**src/rtl/xvct_pkg.sv**
```systemverilog
package xvct_pkg;

    localparam int CLS_W = 3;

    typedef enum logic [0:0] {
        TX_IDLE = 1'b0,
        TX_HOLD = 1'b1
    } tx_state_e;

    typedef enum logic [1:0] {
        TR_NONE = 2'd0,
        TR_RISE = 2'd1,
        TR_FALL = 2'd2
    } trans_e;

    // coupling units a neighbour adds to a switching wire
    function automatic logic [CLS_W-1:0] nb_cost(trans_e mid, trans_e nb);
        if (nb == TR_NONE) return 3'd1;
        if (nb == mid)     return 3'd0;
        return 3'd2;
    endfunction

    function automatic trans_e edge_of(logic old_b, logic new_b);
        if (old_b == new_b) return TR_NONE;
        return new_b ? TR_RISE : TR_FALL;
    endfunction

endpackage

```
**src/rtl/xvct_wire_class.sv**
```systemverilog
module xvct_wire_class
    import xvct_pkg::*;
(
    input  trans_e                left_t,
    input  trans_e                mid_t,
    input  trans_e                right_t,
    output logic [CLS_W-1:0]      cls
);

    always_comb begin
        if (mid_t == TR_NONE) begin
            cls = 3'd1;
        end else begin
            cls = 3'd2 + nb_cost(mid_t, left_t) + nb_cost(mid_t, right_t);
        end
    end

endmodule

```
**src/rtl/xvct_class_array.sv**
```systemverilog
module xvct_class_array
    import xvct_pkg::*;
#(
    parameter int BUS_W = 32
) (
    input  logic [BUS_W-1:0]              cur_word,
    input  logic [BUS_W-1:0]              nxt_word,
    output logic [BUS_W-1:0][CLS_W-1:0]   wire_cls
);

    localparam int PAD_W = BUS_W + 2;

    // index 0 and PAD_W-1 are the quiet virtual wires beyond the edges
    trans_e tr [PAD_W];

    assign tr[0]       = TR_NONE;
    assign tr[PAD_W-1] = TR_NONE;

    for (genvar g = 0; g < BUS_W; g++) begin : g_wire
        assign tr[g+1] = edge_of(cur_word[g], nxt_word[g]);

        xvct_wire_class u_cls (
            .left_t  (tr[g]),
            .mid_t   (tr[g+1]),
            .right_t (tr[g+2]),
            .cls     (wire_cls[g])
        );
    end

endmodule

```
**src/rtl/xvct_max_code.sv**
```systemverilog
module xvct_max_code
    import xvct_pkg::*;
#(
    parameter int BUS_W = 32
) (
    input  logic [BUS_W-1:0][CLS_W-1:0] wire_cls,
    output logic [CLS_W-1:0]            code
);

    localparam logic [CLS_W-1:0] CODE_FLOOR = 3'd3;

    logic [CLS_W-1:0] worst;

    always_comb begin
        worst = 3'd1;
        for (int i = 0; i < BUS_W; i++) begin
            if (wire_cls[i] > worst) worst = wire_cls[i];
        end
        code = (worst < CODE_FLOOR) ? CODE_FLOOR : worst;
    end

endmodule

```
**src/rtl/xvct_hold_fsm.sv**
```systemverilog
module xvct_hold_fsm
    import xvct_pkg::*;
#(
    parameter int BUS_W = 32
) (
    input  logic                clk,
    input  logic                rst_n,
    input  logic                in_valid,
    input  logic [BUS_W-1:0]    in_data,
    input  logic [CLS_W-1:0]    nxt_code,
    output logic                in_ready,
    output logic [BUS_W-1:0]    bus_data,
    output logic                bus_rdy,
    output logic [CLS_W-1:0]    xt_code
);

    tx_state_e        state_q, state_d;
    logic [CLS_W-1:0] cnt_q;
    logic             last_cyc;
    logic             take;

    assign last_cyc = (cnt_q == '0);
    assign take     = in_valid && in_ready;

    // state register
    always_ff @(posedge clk or negedge rst_n) begin
        if (!rst_n) state_q <= TX_IDLE;
        else        state_q <= state_d;
    end

    // next state: LAUNCH, COUNT, CHAIN, RELEASE
    always_comb begin
        state_d = state_q;
        unique case (state_q)
            TX_IDLE: if (take) state_d = TX_HOLD;
            TX_HOLD: begin
                if (last_cyc) state_d = take ? TX_HOLD : TX_IDLE;
                else          state_d = TX_HOLD;
            end
            default: state_d = TX_IDLE;
        endcase
    end

    // outputs
    always_comb begin
        in_ready = 1'b0;
        bus_rdy  = 1'b0;
        unique case (state_q)
            TX_IDLE: in_ready = 1'b1;
            TX_HOLD: begin
                in_ready = last_cyc;
                bus_rdy  = last_cyc;
            end
            default: in_ready = 1'b0;
        endcase
    end

    // word, code and hold counter
    always_ff @(posedge clk or negedge rst_n) begin
        if (!rst_n) begin
            bus_data <= '0;
            xt_code  <= 3'd3;
            cnt_q    <= '0;
        end else if (take) begin
            bus_data <= in_data;
            xt_code  <= nxt_code;
            cnt_q    <= nxt_code - 3'd1;
        end else if (state_q == TX_HOLD && !last_cyc) begin
            cnt_q    <= cnt_q - 3'd1;
        end
    end

endmodule

```
**src/rtl/xtalk_vct_tx.sv**
```systemverilog
module xtalk_vct_tx #(
    parameter int BUS_W = 32
) (
    input  logic              clk,
    input  logic              rst_n,
    input  logic              in_valid,
    input  logic [BUS_W-1:0]  in_data,
    output logic              in_ready,
    output logic [BUS_W-1:0]  bus_data,
    output logic              bus_rdy,
    output logic [2:0]        xt_code
);

    logic [BUS_W-1:0][2:0] wire_cls;
    logic [2:0]            nxt_code;

    xvct_class_array #(.BUS_W(BUS_W)) u_array (
        .cur_word (bus_data),
        .nxt_word (in_data),
        .wire_cls (wire_cls)
    );

    xvct_max_code #(.BUS_W(BUS_W)) u_max (
        .wire_cls (wire_cls),
        .code     (nxt_code)
    );

    xvct_hold_fsm #(.BUS_W(BUS_W)) u_fsm (
        .clk      (clk),
        .rst_n    (rst_n),
        .in_valid (in_valid),
        .in_data  (in_data),
        .nxt_code (nxt_code),
        .in_ready (in_ready),
        .bus_data (bus_data),
        .bus_rdy  (bus_rdy),
        .xt_code  (xt_code)
    );

endmodule

```
**config.mk**
```make
export PLATFORM = sky130hd
export DESIGN_NAME = xtalk_vct_tx
export DESIGN_NICKNAME = d
export VERILOG_FILES = /design/src/rtl/xvct_pkg.sv /design/src/rtl/xvct_wire_class.sv /design/src/rtl/xvct_class_array.sv /design/src/rtl/xvct_max_code.sv /design/src/rtl/xvct_hold_fsm.sv /design/src/rtl/xtalk_vct_tx.sv
export SDC_FILE = /design/constraint.sdc
export NUM_CORES = 1
export LEC_CHECK = 0
export BUFFER_PORTS_ARGS = -buffer_cell sky130_fd_sc_hd__buf_2
export CAP_MARGIN = 30
export CORE_MARGIN = 8
export CORE_UTILIZATION = 50
export CTS_CLUSTER_DIAMETER = 40
export CTS_CLUSTER_SIZE = 10
export DETAILED_ROUTE_END_ITERATION = 6
export PLACE_DENSITY = 0.68
export REMOVE_ABC_BUFFERS = 1
export SYNTH_ARGS = -nofsm -noshare
export SYNTH_HDL_FRONTEND = slang
export SYNTH_SLANG_ARGS = --single-unit
```
**constraint.sdc**
```tcl
create_clock -name clk -period 49.3 [get_ports clk]
set_input_delay 9.86 -clock clk [delete_from_list [all_inputs] [get_ports clk]]
set_output_delay 9.86 -clock clk [all_outputs]
set_load 0.03 [all_outputs]
```
=== Word-level counts from Yosys, hierarchy flattened ===
Cells that the tools add are included.

* Bits in registers: 39
* Latch bits: 0
* Memory bits (writable): 0
* Bits in read-only memories: 0
* Input port bits: 35
* Output and inout port bits: 37
* Logic and storage cells: 1,007
* Memories: 0

* Add/sub/neg operators: 66
* Multipliers: 0
* Div/mod/pow operators: 0
* Order comparisons: 33
* Equal/unequal tests: 94
* Shifts and indexed selects: 0
* Multiplexer cells: 772
* Bitwise operators: 1
* Reduce and logical (&&, ||, !) cells: 37

{| class="wikitable"
|+ Operator list
! operator !! count
|-
| two-way mux 3 bit || 349
|-
| two-way mux 1 bit || 321
|-
| two-way mux 2 bit || 100
|-
| == test 2 bit || 62
|-
| adder 2 x 3 -> 3 bit, first input constant || 32
|-
| adder 3 bit || 32
|-
| greater-than comparator 3 bit || 31
|-
| logical NOT 2 bit || 32
|-
| == test 1 bit || 32
|-
| subtractor 3 x 1 -> 3 bit, second input constant || 2
|-
| case mux 1 bit (2 select lines) || 2
|-
| greater-than comparator 3 x 1 -> 1 bit, second input constant || 1
|-
| logical NOT 3 bit || 1
|-
| less-than comparator 3 x 2 -> 1 bit, second input constant || 1
|-
| logical AND 1 bit || 2
|-
| nonzero test 2 bit || 1
|-
| logical NOT 1 bit || 1
|-
| NOT 1 bit || 1
|}

=== Longest topological paths before layout ===
Gate-level depths: netlist of the first run.

* Word-level depth: 81
* Gate-level depth with buffers: 219
* Mapped depth without buffers: 218

=== Cells and area by module ===
Synthesis of the first run repeated with hierarchy kept, for this count alone.

* Cell total of the unflattened synthesis: 1,396
* Area total of the unflattened synthesis: 10,329.9 um^2

{| class="wikitable"
|+ By module, submodules not included
! module !! instances !! cells an instance !! area an instance (um^2) !! sequential area each (um^2)
|-
| xvct_max_code || 1 || 613 || 4,287.9 || 0.0
|-
| xvct_wire_class || 32 || 19 || 120.1 || 0.0
|-
| xvct_hold_fsm || 1 || 110 || 1,634.1 || 978.4
|-
| xvct_class_array || 1 || 65 || 564.3 || 0.0
|}

=== Least setup slack after synthesis of the first run ===
Ideal clock, no wire load.

* Path kind: input -> register
* Start point: input port in_data[2]
* End point: register u_fsm.cnt_q[2]
* Data arrival time: 47.408 ns
* Data required time: 49.167 ns
* Slack: 1.759 ns
* Stages on the path: 207
* Buffers on the path: 1
* Path through: inv_1 > ha_1 > nand2b_1 > ha_1 > inv_1 > ha_1 > xor2_1 > nor2_1 > ha_1 > and3_1 > a21oi_1 > mux2_2 > ha_1 > and3b_1 > o21ai_0 > o21ai_0 > ha_1 > nand3b_1 > (+171 left out) > nor2_1 > a31oi_1 > mux2_2 > ha_1 > nor2b_1 > o21ai_0 > nand2b_1 > inv_1 > a31oi_1 > nor2_1 > a221o_1 > o211ai_1 > o21ai_0 > ha_1 > o21ai_0 > nor2_1 > a21oi_1 > a21oi_1

* Longest elaborated chain between the ends: 78
* Elaborated cells between the ends (all ways): 114
* Classes of those cells: add/sub: 6; order compare: 32; eq/ne: 5; mux: 70; reduce/logical: 1

{| class="wikitable"
|+ RTL lines
! element !! RTL line !! text
|-
| start, declared || xtalk_vct_tx.sv:7 || <nowiki>input logic [BUS_W-1:0] in_data,</nowiki>
|-
| == test 1 bit || xvct_pkg.sv:24 || <nowiki>if (old_b == new_b) return TR_NONE;</nowiki>
|-
| two-way mux 1 bit || xvct_pkg.sv:24 ||
|-
| two-way mux 2 bit (*) || xvct_pkg.sv:25 || <nowiki>return new_b ? TR_RISE : TR_FALL;</nowiki>
|-
| == test 2 bit || xvct_pkg.sv:19 || <nowiki>if (nb == mid) return 3'd0;</nowiki>
|-
| two-way mux 1 bit (2 in series) || xvct_pkg.sv:19 ||
|-
| two-way mux 1 bit || xvct_wire_class.sv:11 || <nowiki>if (mid_t == TR_NONE) begin</nowiki>
|-
| two-way mux 3 bit || xvct_pkg.sv:20 || <nowiki>return 3'd2;</nowiki>
|-
| two-way mux 3 bit || xvct_pkg.sv:19 ||
|-
| (+61 left out) || -- ||
|-
| greater-than comparator 3 bit || xvct_max_code.sv:17 || <nowiki>if (wire_cls[i] > worst) worst = wire_cls[i];</nowiki>
|-
| two-way mux 3 bit (*) || xvct_max_code.sv:17 ||
|-
| greater-than comparator 3 bit || xvct_max_code.sv:17 ||
|-
| two-way mux 3 bit (*) || xvct_max_code.sv:17 ||
|-
| less-than comparator 3 x 2 -> 1 bit || xvct_max_code.sv:19 || <nowiki>code = (worst < CODE_FLOOR) ? CODE_FLOOR : worst;</nowiki>
|-
| two-way mux 3 bit (*) || xvct_max_code.sv:19 ||
|-
| subtractor 3 x 1 -> 3 bit (*) || xvct_hold_fsm.sv:67 || <nowiki>cnt_q <= nxt_code - 3'd1;</nowiki>
|-
| two-way mux 3 bit (*) || xvct_hold_fsm.sv:64 || <nowiki>end else if (take) begin</nowiki>
|-
| end signal, assigned || xvct_hold_fsm.sv:67 ||
|-
| end signal, assigned || xvct_hold_fsm.sv:69 || <nowiki>cnt_q <= cnt_q - 3'd1;</nowiki>
|-
| end, declared || xvct_hold_fsm.sv:18 || <nowiki>logic [CLS_W-1:0] cnt_q;</nowiki>
|}

Mark *: on every way between the ends. The rest lies on a longest branch, timed or not. The select of a mux whose other input is x is not followed.
A chain may end at the register's enable or synchronous reset.

=== Worst setup path in the final report of the first run ===
* Start point: input port in_data[0]
* End point: register u_fsm.cnt_q[2]

* Longest elaborated chain between the ends: 80
* Elaborated cells between the ends (all ways): 96
* Classes of those cells: add/sub: 4; order compare: 33; eq/ne: 3; mux: 55; reduce/logical: 1

{| class="wikitable"
|+ RTL lines
! element !! RTL line
|-
| == test 1 bit || xvct_pkg.sv:24
|-
| two-way mux 1 bit || xvct_pkg.sv:24
|-
| two-way mux 2 bit (*) || xvct_pkg.sv:25
|-
| == test 2 bit || xvct_pkg.sv:19
|-
| two-way mux 1 bit (2 in series) || xvct_pkg.sv:19
|-
| two-way mux 1 bit || xvct_wire_class.sv:11
|-
| two-way mux 3 bit || xvct_pkg.sv:20
|-
| two-way mux 3 bit || xvct_pkg.sv:19
|-
| (+63 left out) || --
|-
| greater-than comparator 3 bit || xvct_max_code.sv:17
|-
| two-way mux 3 bit (*) || xvct_max_code.sv:17
|-
| greater-than comparator 3 bit || xvct_max_code.sv:17
|-
| two-way mux 3 bit (*) || xvct_max_code.sv:17
|-
| less-than comparator 3 x 2 -> 1 bit || xvct_max_code.sv:19
|-
| two-way mux 3 bit (*) || xvct_max_code.sv:19
|-
| subtractor 3 x 1 -> 3 bit (*) || xvct_hold_fsm.sv:67
|-
| two-way mux 3 bit (*) || xvct_hold_fsm.sv:64
|}

Marks and branches as above.

==> impl_metrics.py, run 1 <==
metrics = {
    "run_status": {
        "status": "complete, no violations",
    },
    "critical_path": {
        "crit_top_cell": "ha_1",
        "max_stage_delay_ns": 0.43,
        "critPathBufInv": 24,
        "worstSetupStartpointType": "input pin",
        "critical_path_required_ns": 49.48,
        "crit_slowest_cell": "or4_4",
        "crit_path_end_kind": "flip-flop",
        "cp_data_arrival_time_ns": 47.58,
        "crit_type": "input pin to flip-flop",
        "critPathMaxFanout": 5,
        "crit_family": "simple AND/OR/NAND/NOR gates",
    },
    "floorplan": {
        "initial_core_util_pct": 50.38,
        "ios": 72,
        "core_area_mm2": 0.01927,
        "die_h_um": 155.4,
        "die_w_um": 155.4,
        "die-area_mm2": 0.02413,
        "num_rows": 51,
    },
    "placement": {
        "portBuffers": 71,
        "place_ws_ns": -0.5368,
        "dp_hpwl_um": 19900,
        "gp_congestion": 0.8690,
    },
    "cts": {
        "clk_latency_ns": 0.32,
        "htreeDepth": 2,
        "numCtsBuffers": 5,
        "ctsHoldBuffers": 0,
        "clock_path_buffers": 2,
        "path_clk_slew_ns": 0.09,
        "cts-root-buf": "clkbuf_16",
        "cts_tree": "done",
        "cts.sinks": 39,
    },
    "timing": {
        "fin_worst_skew_ns": 0.01533,
        "finalHoldViolCount": 0,
        "maxSlewViolCount": 0,
        "fmax_mhz": 21.10,
        "maxSlewHeadroom_pct": 53.59,
        "tns_ns": 0,
        "post-route-period-util_pct": 96.16,
        "setup_ws_ns": 1.896,
        "tightest_slew_ns": 0.6962,
        "min_period_ns": 47.40,
        "setup_viol": 0,
    },
    "cells_and_area": {
        "fill_cells": 1712,
        "area_delta_synth_final_pct": 28.03,
        "nets": 1810,
        "multi_input_area_mm2": 0.008727,
        "antenna_cells": 0,
        "regArea_um2": 978.4,
        "drive_gt1_share_pct": 25.85,
    },
    "synthesis": {
        "synth.cell_area_mm2": 0.009709,
        "yosys_register_bits": 39,
        "synth_area_leaders": "ha_1 (32%), dfrtp_1 (9.5%), xnor2_1 (5.7%), nand2_1 (5.2%), inv_1 (4.8%)",
        "synth_top_cell_area_share_pct": 31.96,
        "synth_edf_count": 0,
        "synth_ff_type": "dfrtp_1",
        "yosysSeqAreaShare_pct": 10.08,
        "async_reset_ff_share_pct": 100.0,
        "yosysWarnings": 0,
        "yosys.area.top_type": "ha_1",
        "syn_avg_cell_area_um2": 7.621,
        "netlist_top_cells_count": "ha_1 (248), nand2_1 (134), inv_1 (123)",
        "synth_cell_types": 70,
        "synth.most_common_cell": "ha_1",
        "syn-instance-count": 1274,
    },
    "global_routing": {
        "grt_pass1_wl_um": 40910,
        "grt_pass1_vias": 9174,
        "antenna_found_initial": 0,
        "grt_overflow_total": 0,
        "grt_use_total_pct": 19.81,
        "grt_max_degree": 73,
    },
    "run": {
        "maxCapViolations": 0,
    },
    "routing": {
        "drtIter0Drc": 418,
        "wl_per_cell_um": 13.93,
        "drc_errors": 0,
        "num_vias": 9560,
        "wl_um": 24980,
        "ant_nets": 0,
        "via_per_inst": 5.332,
        "drt-pass1-iter-count": 5,
    },
    "worst_hold_path": {
        "hold_path.class": "flip-flop to flip-flop",
    },
}
[registers in the layout, summed over array words and instances (netlist names)]
signal and flops:
u_fsm.bus_data 32, u_fsm.xt_code 3, u_fsm.state_q 1, u_fsm.cnt_q 3
[worst paths after layout]
check,to,slack [ns],depth (start not counted),from
worst max-delay path,u_fsm.cnt_q[2],1.90,212,in_data[0]
worst min-delay path,u_fsm.xt_code[2],0.52,1,u_fsm.xt_code[2]
worst min register to register,u_fsm.xt_code[2],0.52,1,u_fsm.xt_code[2]
worst max register to register,u_fsm.cnt_q[2],11.17,211,u_fsm.bus_data[1]
max in group asynchronous,u_fsm.xt_code[1],39.19,2,rst_n
min in group asynchronous,u_fsm.bus_data[6],9.52,1,rst_n
[per-stage QoR]
stage	utilization, %	cell area, um2	hold slack [ns]	instances
floorplan	-	9672	0.5404	1264
global placement	60.30	11620	0.4919	1768
detailed placement	60.41	11640	0.4918	1769
CTS	61.42	11840	0.5185	1777
global route	64.50	12430	0.5246	1793
finish	64.50	12430	0.5173	1793
[worst reg2reg max path, delay by kind of cell (launching register included)]
kind                     cells  cell delay (ns)
XOR/XNOR                     2             0.33
multiplexers                 7             1.95
flip-flops                   1             0.39
buffers and inverters       23             2.28
AND/OR/NAND/NOR             75            12.12
adder cells (fa/ha/maj)     35             9.48
AO/OA/AOI/OAI               69            11.44
[per-layer routing]
| layer | global-route usage [%] | wire, um | up-vias |
|---|---|---|---|
| met1 | 25.66 | 12050 | 4408 |
| met3 | 2.746 | 892 | 25 |
| met4 | 3.835 | 347 | 0 |
| met2 | 34.41 | 11690 | 174 |
| li1 | - | - | 4953 |
| met5 | 0 | 0 | - |
[cells in the final DEF, fill, tap and decap left out, types with 37 or more instances in the layout]
master and count:
nand2_1 129, xnor2_1 61, nor2_1 108, nand2b_1 71
nor2b_1 37, buf_2 71, inv_1 122, dfrtp_1 37
o21ai_0 51, ha_1 242, buf_4 184
[cell families after synthesis]
group           Yosys count  synth area share [%]
flops                    39                 10.08
fa+ha+maj               248                 31.96
simple gates            485                 25.06
compound gates          251                 16.71
buf+inv                 134                 5.180
xor+xnor                 93                 8.389
mux                      24                 2.616
[layout make-up]
cell class / count / share of cell area (%)
multi-input cells: 1101 / 70.21
repair buffers: 256 / 14.13
flip-flops and latches: 39 / 7.871
inverters: 124 / 3.744
well taps: 265 / 2.667
clock buffers: 5 / 1.007
clock inverters: 3 / 0.3724
[what timing repair did]
item / 4_1_cts / 5_1_grt
hold endpoints to repair: 0 / 0
pin swaps: 0 / 41
gates resized for setup: 5 / 129
buffers inserted: 0 / 16
endpoints found under the setup margin: 2 / 6
Power of run 1 is left out: the tool's default activity adds up to more than one toggle a clock period on the data nets, which glitch-free logic cannot reach.
==> run 2, diff against run 1 <==
- MAX_ROUTING_LAYER: default -> met4
==> impl_metrics.py, run 2 (synthesis results as in run 1) <==
metrics = {
    "run_status": {
        "status": "complete, no violations",
    },
    "cts": {
        "numCtsBuffers": 5,
        "htreeDepth": 2,
        "path_clk_slew_ns": 0.09,
        "cts_tree": "done",
        "clk_latency_ns": 0.32,
        "clock_path_buffers": 2,
        "cts.sinks": 39,
        "cts-root-buf": "clkbuf_16",
    },
    "floorplan": {
        "die-area_mm2": 0.02413,
        "num_rows": 51,
        "die_w_um": 155.4,
        "initial_core_util_pct": 50.38,
        "core_area_mm2": 0.01927,
        "die_h_um": 155.4,
        "ios": 72,
    },
    "timing": {
        "setup_ws_ns": 1.944,
        "finalHoldViolCount": 0,
        "maxSlewViolCount": 0,
        "setup_viol": 0,
        "fmax_mhz": 21.12,
        "maxSlewHeadroom_pct": 53.50,
        "finalHoldWorstSlack_ns": 0.5172,
        "fin_worst_skew_ns": 0.01487,
        "min_period_ns": 47.36,
        "post-route-period-util_pct": 96.06,
        "tns_ns": 0,
        "tightest_slew_ns": 0.6975,
    },
    "routing": {
        "wl_um": 25000,
        "ant_nets": 0,
        "drt-pass1-iter-count": 5,
        "drtIter0Drc": 382,
        "num_vias": 9559,
        "via_per_inst": 5.331,
        "wl_per_cell_um": 13.94,
        "drc_errors": 0,
    },
    "global_routing": {
        "grt_overflow_total": 0,
        "antenna_found_initial": 0,
        "grt_max_degree": 73,
        "grt_pass1_vias": 9174,
        "grt_pass1_wl_um": 40900,
        "grt_use_total_pct": 20.36,
    },
    "critical_path": {
        "crit_family": "simple AND/OR/NAND/NOR gates",
        "cp_data_arrival_time_ns": 47.53,
        "path_depth": 212,
        "worstSetupStartpointType": "input pin",
        "crit_slowest_cell": "or4_4",
        "r2r_cells": 211,
        "crit_path_end_kind": "flip-flop",
        "critical_path_required_ns": 49.48,
        "critPathBufInv": 24,
        "crit_top_cell": "ha_1",
        "max_stage_delay_ns": 0.43,
        "critPathMaxFanout": 5,
        "crit_type": "input pin to flip-flop",
    },
    "cells_and_area": {
        "drive_gt1_share_pct": 25.85,
        "area_delta_synth_final_pct": 28.03,
        "largest_reg_flops": 32,
        "nets": 1810,
        "layout_common_cells": "ha_1 (242), buf_4 (184), nand2_1 (129), inv_1 (122), nor2_1 (108)",
        "fill_cells": 1712,
        "post-route-util_pct": 64.50,
        "max_flop_register": "u_fsm.bus_data",
        "final_common_cell": "ha_1",
        "reg_top3": "u_fsm.bus_data x32, u_fsm.cnt_q x3, u_fsm.xt_code x3",
        "antenna_cells": 0,
    },
    "run": {
        "maxCapViolations": 0,
    },
    "placement": {
        "gp_congestion": 0.8832,
        "dp_hpwl_um": 19900,
        "portBuffers": 71,
        "place_ws_ns": -0.5368,
    },
    "worst_hold_path": {
        "min_path_cells": 1,
        "hold_path.class": "flip-flop to flip-flop",
    },
}
-- run 2: final timing paths --
| check | startpoint | endpoint | slack [ns] |
|---|---|---|---|
| worst min register to register | u_fsm.xt_code[2] | u_fsm.xt_code[2] | 0.52 |
| worst min-delay path | u_fsm.xt_code[2] | u_fsm.xt_code[2] | 0.52 |
| worst max-delay path | in_data[0] | u_fsm.cnt_q[2] | 1.94 |
| worst max register to register | u_fsm.bus_data[1] | u_fsm.cnt_q[2] | 11.22 |
| max in group asynchronous | rst_n | u_fsm.xt_code[1] | 39.19 |
| min in group asynchronous | rst_n | u_fsm.bus_data[6] | 9.52 |
-- run 2: final cells by class --
cell class	count	area [um2]	share of cell area, %
multi-input combinational	1101	8727	70.21
timing repair buffer	256	1757	14.13
sequential	39	978.4	7.871
inverter	124	465.4	3.744
tap	265	331.6	2.667
clock buffer	5	125.1	1.007
clock inverter	3	46.29	0.3724
-- run 2: through the flow --
| step | area, um2 | std cells |
|---|---|---|
| floorplan | 9672 | 1264 |
| global placement | 11620 | 1768 |
| detailed placement | 11640 | 1769 |
| CTS | 11840 | 1777 |
| global route | 12430 | 1793 |
| finish | 12430 | 1793 |
-- run 2: what timing repair did --
item                                    in CTS  in global routing
hold buffers                                 0                  0
endpoints found under the setup margin       2                  6
buffers inserted                             0                 16
gates cloned                                 0                  0
pin swaps                                    0                 41
gates resized for setup                      5                129
-- run 2: routing by layer --
layer | vias up | part of all wire (%) | track usage [%]
li1 | 4955 | - | -
met1 | 4407 | 48 | 25.74
met2 | 172 | 47 | 34.41
met3 | 25 | 3.6 | 2.607
met4 | 0 | 1.4 | 3.835
met5 | - | 0 | -
Power of run 2 is left out for the same reason.
==> run 3, diff against run 2 <==
- CORE_ASPECT_RATIO: default -> 2
==> impl_metrics.py, run 3 (synthesis results as in run 1) <==
metrics = {
    "run_status": {
        "status": "complete, no violations",
    },
    "placement": {
        "portBuffers": 71,
        "postPlaceCellArea_mm2": 0.01191,
        "gp_congestion": 0.9096,
        "dp_hpwl_um": 22750,
    },
    "cells_and_area": {
        "fill_cells": 1683,
        "nets": 1850,
        "max_flop_register": "u_fsm.bus_data",
        "drive_gt1_share_pct": 27.30,
        "area_delta_synth_final_pct": 30.63,
        "largest_reg_flops": 32,
        "multi_input_area_mm2": 0.008700,
        "final_common_cell": "ha_1",
        "regArea_um2": 978.4,
        "reg_top3": "u_fsm.bus_data x32, u_fsm.cnt_q x3, u_fsm.xt_code x3",
        "fin_area_mm2": 0.01268,
        "layout_common_cells": "ha_1 (242), buf_4 (225), nand2_1 (128), inv_1 (122), nor2_1 (111)",
    },
    "cts": {
        "clk_latency_ns": 0.31,
        "cts.sinks": 39,
        "numCtsBuffers": 5,
        "ctsHoldBuffers": 0,
        "cts_tree": "done",
        "htreeDepth": 2,
        "cts-root-buf": "clkbuf_16",
        "path_clk_slew_ns": 0.07,
        "clock_path_buffers": 2,
    },
    "global_routing": {
        "grt_overflow_total": 0,
        "grt_max_degree": 61,
        "grt_use_total_pct": 22.98,
        "grt_pass1_wl_um": 44450,
        "grt_pass1_vias": 10510,
        "antenna_found_initial": 2,
    },
    "critical_path": {
        "crit_top_cell": "ha_1",
        "r2r-start": "u_fsm.bus_data[1]",
        "crit_type": "input pin to flip-flop",
        "max_stage_delay_ns": 0.40,
        "crit_start": "in_data[1]",
        "r2r-end": "u_fsm.cnt_q[2]",
        "critical_path_required_ns": 49.49,
        "crit_slowest_cell": "or3b_4",
        "crit_path_end_kind": "flip-flop",
        "critPathMaxFanout": 6,
        "worstSetupStartpointType": "input pin",
        "rrSetupSlack_ns": 11.23,
        "cp_data_arrival_time_ns": 47.54,
        "r2r_cells": 210,
    },
    "floorplan": {
        "die_h_um": 213.1,
        "die_w_um": 114.5,
        "num_rows": 72,
        "core_area_mm2": 0.01919,
        "initial_core_util_pct": 50.60,
        "ios": 72,
        "die-area_mm2": 0.02440,
    },
    "timing": {
        "post-route-period-util_pct": 96.04,
        "fin_worst_skew_ns": 0.008598,
        "setup_viol": 0,
        "maxSlewHeadroom_pct": 58.32,
        "fmax_mhz": 21.12,
        "maxSlewViolCount": 0,
        "finalHoldViolCount": 0,
        "tightest_slew_ns": 0.6252,
        "tns_ns": 0,
        "min_period_ns": 47.35,
    },
    "routing": {
        "num_vias": 10020,
        "drtIter0Drc": 242,
        "via_per_inst": 5.481,
        "wl_per_cell_um": 14.94,
        "drc_errors": 0,
        "ant_nets": 0,
        "wl_um": 27320,
        "drt-pass1-iter-count": 5,
    },
    "worst_hold_path": {
        "hold_path.class": "flip-flop to flip-flop",
        "min_path_cells": 1,
        "min_to": "u_fsm.xt_code[2]",
        "hold_path.startpoint": "u_fsm.xt_code[2]",
    },
    "run": {
        "maxCapViolations": 0,
    },
}
-- run 3: cell count changes in the layout (fill, tap and decap cells not counted), sizes merged --
cell,delta
clkbuf,+1
inv,-1
buf,+40
diode,+2
-- run 3: metrics by stage --
stage / setup slack (ns) / instances / hold WS, ns / util (%)
3_5_place_dp: -0.9218 / 1801 / 0.4983 / 62.05
6_report: 1.955 / 1829 / 0.5120 / 66.10
4_1_cts: 0.01992 / 1809 / 0.5151 / 63.11
3_3_place_gp: -0.2794 / 1801 / 0.4893 / 62.05
5_1_grt: -0.1674 / 1829 / 0.5406 / 66.10
2_1_floorplan: 1.741 / 1264 / 0.5404 / -
-- run 3: area by class of cell --
cell class / count / area share (%)
clock buffers: 6 / 1.016
flip-flops and latches: 39 / 7.714
repair buffers: 296 / 16.12
multi-input cells: 1101 / 68.59
well taps: 259 / 2.555
clock inverters: 2 / 0.2959
inverters: 124 / 3.670
diodes: 2 / 0.03946
-- run 3: how the worst max path moves through the flow --
stage,endpoint,slack (ns)
after floorplan,u_fsm.cnt_q[2],1.74
after CTS,u_fsm.cnt_q[2],0.02
after global placement,u_fsm.cnt_q[2],-0.28
after detailed placement,u_fsm.cnt_q[2],-0.92
final,u_fsm.cnt_q[2],1.95
after global routing,u_fsm.cnt_q[2],-0.17
-- run 3: what timing repair did --
action | 4_1_cts | 5_1_grt
buffers inserted | 0 | 18
pin swaps | 0 | 38
setup endpoints to repair | 4 | 6
resized for setup | 9 | 116
-- run 3: layer usage --
metal / share of wire [%] / routed length [um] / track usage (%)
met5: 0 / 0 / -
met4: 5.7 / 1547 / 14.29
met3: 1.4 / 386 / 1.388
met2: 59 / 16250 / 48.36
met1: 33 / 9141 / 18.01
-- run 3: critical path: cells and delay by family --
kind	cells	cell delay, ns
compound gates	64	10.39
mux	6	1.86
fa+ha+maj	35	9.34
simple gates	78	12.76
buf+inv	25	2.75
xor+xnor	3	0.46
Power of run 3 is left out for the same reason.
